## config.mk

```make
export PLATFORM = sky130hd
export DESIGN_NAME = dword_read_coherency
export DESIGN_NICKNAME = d
export VERILOG_FILES = /design/src/rtl/dwordrd_pkg.sv /design/src/rtl/dwordrd_ctrl.sv /design/src/rtl/dwordrd_datapath.sv /design/src/rtl/dword_read_coherency.sv
export SDC_FILE = /design/constraint.sdc
export NUM_CORES = 1
export LEC_CHECK = 0
export BUFFER_PORTS_ARGS = -buffer_cell sky130_fd_sc_hd__clkbuf_2
export CORE_AREA = 2 2 113 115
export CTS_CLUSTER_DIAMETER = 120
export DETAILED_ROUTE_END_ITERATION = 16
export DIE_AREA = 0 0 115 117
export PLACE_DENSITY = 0.73
export SKIP_LAST_GASP = 1
export SLEW_MARGIN = 0
export SYNTH_ARGS = -nofsm -noshare
export SYNTH_HDL_FRONTEND = slang
export SYNTH_SLANG_ARGS = --single-unit
export TNS_END_PERCENT = 1
```

## constraint.sdc

```tcl
create_clock -name clk -period 2.1 [get_ports clk]
set_clock_uncertainty 0.2 [all_clocks]
set_input_delay 0.42 -clock clk [delete_from_list [all_inputs] [get_ports clk]]
set_output_delay 0.42 -clock clk [all_outputs]
set_load 0.005 [all_outputs]
```

## src/rtl/dwordrd_pkg.sv

```systemverilog
package dwordrd_pkg;
  typedef struct packed {
    logic respond;
    logic loadSnap;
    logic useSnap;
    logic complete;
  } rdStrobe_t;
endpackage

```

## src/rtl/dwordrd_ctrl.sv

```systemverilog
module dwordrd_ctrl
  import dwordrd_pkg::*;
#(
  parameter int NUM_REGS = 8,
  localparam int ADDR_W = (NUM_REGS > 1) ? $clog2(NUM_REGS) : 1,
  localparam int SLOTS = 1 << ADDR_W
) (
  input  logic              clk,
  input  logic              rstN,
  input  logic              rdReq,
  input  logic [ADDR_W-1:0] rdAddr,
  input  logic              rdHalf,
  input  logic [NUM_REGS-1:0] halfOnly,
  output rdStrobe_t         strb
);
  logic [SLOTS-1:0] flagPad;
  logic pendQ;
  logic [ADDR_W-1:0] pendAddrQ;
  logic pendHalfQ;
  logic isSingle;
  logic isSecond;

  generate
    for (genvar i = 0; i < SLOTS; i++) begin : g_flag
      if (i < NUM_REGS) begin : g_real
        assign flagPad[i] = halfOnly[i];
      end else begin : g_pad
        assign flagPad[i] = 1'b0;
      end
    end
  endgenerate

  always_comb begin
    isSingle = flagPad[rdAddr];
    isSecond = pendQ && (rdAddr == pendAddrQ) && (rdHalf != pendHalfQ) && !isSingle;
    strb.respond  = rdReq;
    strb.useSnap  = rdReq && isSecond;
    strb.complete = rdReq && (isSingle || isSecond);
    strb.loadSnap = rdReq && !isSingle && !isSecond;
  end

  always_ff @(posedge clk or negedge rstN) begin
    if (!rstN) begin
      pendQ     <= 1'b0;
      pendAddrQ <= '0;
      pendHalfQ <= 1'b0;
    end else if (rdReq) begin
      pendQ     <= strb.loadSnap;
      pendAddrQ <= rdAddr;
      pendHalfQ <= rdHalf;
    end
  end


  addr_switch_no_complete_chk: assert property (@(posedge clk) disable iff (!rstN)
    (rdReq && pendQ && (rdAddr != pendAddrQ) && !flagPad[rdAddr]) |-> !strb.complete);


  same_half_restart_chk: assert property (@(posedge clk) disable iff (!rstN)
    (rdReq && pendQ && (rdAddr == pendAddrQ) && (rdHalf == pendHalfQ)) |-> strb.loadSnap);
endmodule

```

## src/rtl/dwordrd_datapath.sv

```systemverilog
module dwordrd_datapath
  import dwordrd_pkg::*;
#(
  parameter int NUM_REGS = 8,
  parameter int HALF_W = 16,
  localparam int WORD_W = 2 * HALF_W,
  localparam int ADDR_W = (NUM_REGS > 1) ? $clog2(NUM_REGS) : 1,
  localparam int SLOTS = 1 << ADDR_W
) (
  input  logic                       clk,
  input  logic                       rstN,
  input  rdStrobe_t                  strb,
  input  logic [ADDR_W-1:0]          rdAddr,
  input  logic                       rdHalf,
  input  logic [NUM_REGS*WORD_W-1:0] regFlat,
  output logic [HALF_W-1:0]          rdData,
  output logic                       rdValid,
  output logic                       pairValid,
  output logic                       commitStb,
  output logic [ADDR_W-1:0]          commitAddr
);
  logic [WORD_W-1:0] wordArr [SLOTS];
  logic [WORD_W-1:0] liveWord;
  logic [WORD_W-1:0] snapQ;
  logic [HALF_W-1:0] liveHalf;
  logic [HALF_W-1:0] snapHalf;
  logic [HALF_W-1:0] nextData;

  generate
    for (genvar i = 0; i < SLOTS; i++) begin : g_word
      if (i < NUM_REGS) begin : g_real
        assign wordArr[i] = regFlat[i*WORD_W +: WORD_W];
      end else begin : g_pad
        assign wordArr[i] = '0;
      end
    end
  endgenerate

  always_comb begin
    liveWord = wordArr[rdAddr];
    liveHalf = rdHalf ? liveWord[WORD_W-1:HALF_W] : liveWord[HALF_W-1:0];
    snapHalf = rdHalf ? snapQ[WORD_W-1:HALF_W] : snapQ[HALF_W-1:0];
    nextData = strb.useSnap ? snapHalf : liveHalf;
  end

  always_ff @(posedge clk or negedge rstN) begin
    if (!rstN) begin
      snapQ      <= '0;
      rdData     <= '0;
      rdValid    <= 1'b0;
      pairValid  <= 1'b0;
      commitStb  <= 1'b0;
      commitAddr <= '0;
    end else begin
      if (strb.loadSnap) snapQ <= liveWord;
      rdValid   <= strb.respond;
      rdData    <= strb.respond ? nextData : '0;
      commitStb <= strb.complete;
      if (strb.respond) pairValid <= strb.complete;
      if (strb.complete) commitAddr <= rdAddr;
    end
  end


  commit_with_response_chk: assert property (@(posedge clk) disable iff (!rstN)
    commitStb |-> (rdValid && pairValid));


  snap_only_on_second_chk: assert property (@(posedge clk) disable iff (!rstN)
    strb.useSnap |-> (strb.complete && !strb.loadSnap));
endmodule

```

## src/rtl/dword_read_coherency.sv

```systemverilog
module dword_read_coherency
  import dwordrd_pkg::*;
#(
  parameter int NUM_REGS = 8,
  parameter int HALF_W = 16,
  localparam int WORD_W = 2 * HALF_W,
  localparam int ADDR_W = (NUM_REGS > 1) ? $clog2(NUM_REGS) : 1
) (
  input  logic                       clk,
  input  logic                       rstN,
  input  logic                       rdReq,
  input  logic [ADDR_W-1:0]          rdAddr,
  input  logic                       rdHalf,
  input  logic [NUM_REGS*WORD_W-1:0] regFlat,
  input  logic [NUM_REGS-1:0]        halfOnly,
  output logic [HALF_W-1:0]          rdData,
  output logic                       rdValid,
  output logic                       pairValid,
  output logic                       commitStb,
  output logic [ADDR_W-1:0]          commitAddr
);
  rdStrobe_t strb;

  dwordrd_ctrl #(.NUM_REGS(NUM_REGS)) u_ctrl (
    .clk(clk), .rstN(rstN), .rdReq(rdReq), .rdAddr(rdAddr),
    .rdHalf(rdHalf), .halfOnly(halfOnly), .strb(strb)
  );

  dwordrd_datapath #(.NUM_REGS(NUM_REGS), .HALF_W(HALF_W)) u_dp (
    .clk(clk), .rstN(rstN), .strb(strb), .rdAddr(rdAddr), .rdHalf(rdHalf),
    .regFlat(regFlat), .rdData(rdData), .rdValid(rdValid),
    .pairValid(pairValid), .commitStb(commitStb), .commitAddr(commitAddr)
  );


  response_follows_req_chk: assert property (@(posedge clk) disable iff (!rstN)
    rdReq |=> rdValid);


  no_response_idle_chk: assert property (@(posedge clk) disable iff (!rstN)
    !rdReq |=> !rdValid);


  pair_status_hold_chk: assert property (@(posedge clk) disable iff (!rstN)
    !rdReq |=> $stable(pairValid));
endmodule

```

### Word level (Yosys, flattened, before mapping)

Index checks and enable logic that the tools add are counted.

* register bits after elaboration: 59
* bits in writable memories: 0
* input bits: 271
* logic and storage cells: 33
* memories kept: 0
* memory bits (read-only): 0
* bits in latches: 0

* equality and inequality tests: 2
* order comparisons: 2
* div/mod/pow operators: 0
* mux-type cells: 9
* bitwise operators: 1
* reduce and logical (&&, ||, !) cells: 10
* add/subtract/negate cells: 0
* multipliers: 0
* shifts and indexed selects: 0

Operator list (count)
* binary-select mux 32 bit (select 3 bit): 1
* 2-to-1 mux 16 bit: 4
* 2-to-1 mux 32 bit: 2
* logical AND 1 bit: 7
* >= comparator 4 bit (second input constant): 1
* < comparator 3 x 4 -> 1 bit (second input constant): 1
* NOT 3 -> 4 bit: 1
* binary-select mux 1 bit (select 3 bit): 1
* equality test 3 bit: 1
* logical NOT 1 bit: 2
* logical OR 1 bit: 1
* 2-to-1 mux 1 bit: 1
* != test 1 bit: 1

### Logic depth before layout (Yosys ltp)

* depth in word-level cells: 7
* gate-level depth with buffers: 7
* depth with buffers taken out: 4

### Hierarchy

From an unflattened synthesis, not the netlist that was laid out.

* cell total of the unflattened synthesis: 334
* area, all modules: 4347.9 µm²

By module, submodules not included
* dwordrd_datapath: area an instance 4011.3 µm², instances 1, seq. area each 1351.3 µm², cells each 303
* dwordrd_ctrl: area an instance 336.6 µm², instances 1, seq. area each 125.1 µm², cells each 31

### Worst setup path before layout

No wires, ideal clock.

* path type: input to register
* from: input port rdAddr[0]
* to: register u_dp.rdData[4]
* arrival: 2.103 ns
* buffers on the path: 3
* slack: -0.281 ns
* cell stages on the path: 7
* cells stage by stage: buf_6 -> mux4_2 -> mux2_4 -> or3_1 -> buf_2 -> buf_6 -> a21oi_1

* word-level cells in the longest chain between the ends: 7

RTL lines
* start: declaration: RTL line dword_read_coherency.sv:12 `input logic [ADDR_W-1:0] rdAddr,`
* NOT 3 -> 4 bit (implied by the code) (tied with other cells): RTL line dwordrd_datapath.sv:40 `liveWord = wordArr[rdAddr];`
* binary-select mux 32 bit (select 3 bit) (tied with other cells): RTL line dwordrd_datapath.sv:40
* 2-to-1 mux 32 bit (implied by the code) (tied with other cells): RTL line dwordrd_datapath.sv:40
* 2-to-1 mux 32 bit (implied by the code) or logical AND 1 bit (tied branches): RTL line dwordrd_datapath.sv:40, dwordrd_ctrl.sv:35
* 2-to-1 mux 16 bit or logical AND 1 bit (tied branches): RTL line dwordrd_datapath.sv:41, dwordrd_ctrl.sv:37
* 2-to-1 mux 16 bit *: RTL line dwordrd_datapath.sv:43 `nextData = strb.useSnap ? snapHalf : liveHalf;`
* 2-to-1 mux 16 bit *: RTL line dwordrd_datapath.sv:57 `rdData <= strb.respond ? nextData : '0;`
* end signal: assignment: RTL line dwordrd_datapath.sv:57
* end: declaration: RTL line dwordrd_datapath.sv:16 `output logic [HALF_W-1:0] rdData,`

Every way passes the cells marked *; elsewhere a longest branch is shown, timed or not. The select of a mux whose other input is x is not followed.
A chain may end at the register's enable or synchronous reset.

### Final worst setup path

* from: input port rdAddr[0]
* to: register u_dp.rdData[13]

The elaborated chain is that of the path after synthesis.

==> metrics.csv <==
stage;metric;value;unit
logic_synthesis;netlist_top_cells_count;mux4_2 (66), mux2i_1 (65), dfrtp_1 (59), inv_1 (39), o21ai_0 (21);
sta;setup_viol;1;
logic_synthesis;synthesis.instances;379;
critical_path;end_kind;register;
drt;drtPass1Iterations;4;
finish;postLayoutCellArea;6900;sq um
grt;use_met2;40.4;%
logic_synthesis;synth.distinct_cells;28;
drt;drt-total-wl;15.0;mm
pwr;p_total;4.47;mW
outcome;status;finished, violations left;
clock_tree;clock-sinks;59;
logic_synthesis;synth_top_cell_area_share;31.6;%
drt;wl_per_cell;18.0;um
outcome;violations;setup timing;
drt;first_iter_violations;341;
critical_path;cp.arrival;2.10;ns
logic_synthesis;yosys_warnings;0;
sta;slew_violations;0;
grt;antenna_found_initial;0;
finish;areaGrowthSynthToFinish;46.6;%
place;hpwlAfterDp;11.9;mm
sta;fin_crit_sh;100;%
sta;worst_slack;-0.00447;ns
die;ios;293;
clock_tree;tritoncts;built;
logic_synthesis;synth_seq_cells;59;
logic_synthesis;synth_ff_type;dfrtp_1;
logic_synthesis;synth_edf_count;0;
critical_path;critPathBufInv;2;
die;rows;41;
logic_synthesis;syn_area_per_cell;12.4;sq um
logic_synthesis;synth_largest_area_cell;mux4_2;
critical_path;required;2.09;ns
die;dieArea;13500;sq um
critical_path;crit_type;primary input to register;
drt;via_per_inst;5.43;
grt;grt-ovfl-total;0;
critical_path;crit_chain;buf_2 > mux4_2 > mux2_4 > buf_12 > o41ai_2 > a21oi_1;
place;gp_congestion;0.828;
drt;ant_nets;0;
grt;grt_usage;22.2;%
grt;grt_max_degree;60;
critical_path;start_kind;primary input;
sta;relSlewSlack;61.0;%
logic_synthesis;syn_area;4710;sq um
logic_synthesis;yosysSeqAreaShare;31.4;%
critical_path;crit_fanout;9;
finish;nets;951;
logic_synthesis;yosysMostFrequentCell;mux4_2;
sta;fmax;0.475;GHz
critical_path;slowest_delay;0.57;ns
grt;use_met1;27.4;%
logic_synthesis;synthTopCellsByArea;mux4_2 (32%), dfrtp_1 (31%), mux2i_1 (14%), mux2_2 (4.1%), inv_1 (3.1%);
sta;tightest_slew;0.586;ns
place;io_buffers;292;
clock_tree;cts.reportedPaths.clkPinSlew;0.05;ns
grt;busiest_layer;met2;
sta;rsz0062_at_grt;true;
clock_tree;cts_htree_levels;3;
clock_tree;cts_buffers;9;
critical_path;critical-path-top-delay-family;multiplexers;
sta;hold_viol;0;
die;start_util;38.2;%
logic_synthesis;async_flop_share;100;%
job;max_cap_viol_count;0;
place;place_area;6550;sq um
clock_tree;clock_latency;0.33;ns
pwr;p_leak;3.48;nW
critical_path;crit_path_top_delay_cell;mux4_2;
sta;period_needed;2.10;ns
die;die_h;117;um
logic_synthesis;syn_nets;650;
place;place_ws;-0.309;ns
clock_tree;cts_root_buffer;clkbuf_16;
finish;final_layout_size_suffix_gt1_share;63.3;%
worst_hold_path;hold_class;primary input to register;
clock_tree;clock_path_buffers;2;
finish;n_antenna_cell;0;
pwr;p_per_area;648;nW/um^2
die;fp.coreArea;12300;sq um
drt;num_vias;4520;
grt;grt_pass1_vias;4699;
pwr;irDropWorstVdd;0.562;mV
grt;grt_pass1_wl;23.1;mm
drt;drc_errors;0;
die;die_w;115;um
grt;grt_util_met3;3.04;%
## cell type report
class / instances / area (sq um)
clock buffers: 12 / 267
inverters: 39 / 146
well taps: 150 / 188
flip-flops and latches: 59 / 1480
multi-input cells: 242 / 2930
fillers: 1065 / 5410
repair buffers: 329 / 1860
clock inverters: 2 / 35.0
## worst paths after layout
kind	slack, ns	from	depth (start not counted)	endpoint
worst max-delay path	-0.004	rdAddr[0]	6	u_dp.rdData[13]
worst min-delay path	0.17	rdReq	1	u_dp.rdValid
worst max register to register	0.34	u_ctrl.pendAddrQ[2]	5	u_dp.rdData[13]
worst min register to register	0.28	u_ctrl.pendQ	1	u_ctrl.pendQ
max in group asynchronous	0.98	rstN	3	u_dp.commitAddr[0]
min in group asynchronous	0.44	rstN	3	u_dp.commitAddr[1]
## power breakdown
group	internal (mW)	switching, mW	leakage (nW)
clock	0.998	0.492	0.151
combinational	0.806	0.667	2.62
sequential	1.39	0.114	0.707
total	3.20	1.27	3.48
## metal layers
metal / routed length, um / vias to the layer above
li1: - / 2067
met2: 8030 / 194
met1: 5860 / 2227
met3: 782 / 32
met4: 321 / 0
met5: 0 / -
## cells by family (layout without fill, tap and decap cells)
group           Yosys count  count (layout)  synth area share, %
xor+xnor                  4               4                0.745
simple gates             26              26                 2.26
mux                     149             149                 49.8
buf+inv                  78             382                 7.15
flops                    59              59                 31.4
compound gates           63              63                 8.67
## layout by cell type (no fill, tap or decap), drive strengths merged
| cell type | n |
|---|---|
| xor2 | 1 |
| mux4 | 66 |
| mux2i | 65 |
| mux2 | 18 |
| a21o | 1 |
| xnor2 | 3 |
| nor2 | 2 |
| and2 | 1 |
| nand3 | 1 |
| dfrtp | 59 |
| dlygate4sd3 | 1 |
| o32a | 2 |
| o31a | 1 |
| or3 | 1 |
| o41ai | 16 |
| o211ai | 4 |
| a21oi | 16 |
| clkbuf | 301 |
| bufinv | 1 |
| o21ai | 21 |
| a31oi | 1 |
| nor2b | 1 |
| buf | 39 |
| clkinv | 1 |
| inv | 39 |
| nand2 | 20 |
| o211a | 1 |
## through the flow
step | utilization, % | std cells | setup TNS, ns | hold slack [ns]
after floorplan | - | 379 | -7.83 | -0.0756
after detailed placement | 53.2 | 818 | -10.20 | 0.256
final | 56.0 | 833 | -0.00447 | 0.170
after CTS | 55.8 | 833 | -0.00657 | 0.159
after global routing | 56.0 | 833 | -0.456 | 0.170
after global placement | 53.2 | 818 | -8.13 | 0.252
## state kept, by name (all words and copies together), names as in the netlist
| name | cells |
|---|---|
| u_dp.snapQ | 32 |
| u_dp.commitStb | 1 |
| u_dp.rdData | 16 |
| u_ctrl.pendAddrQ | 3 |
| u_dp.commitAddr | 3 |
| u_ctrl.pendHalfQ | 1 |
| u_dp.pairValid | 1 |
| u_ctrl.pendQ | 1 |
| u_dp.rdValid | 1 |
## repair_timing
item | CTS | global route
pin swaps | 0 | 0
hold endpoints to repair | 59 | 0
setup endpoints to repair | 2 | 16
setup buffers | 0 | 0
resized for setup | 1 | 5
hold buffers | 1 | 0
(Power assumes the default switching activity.)
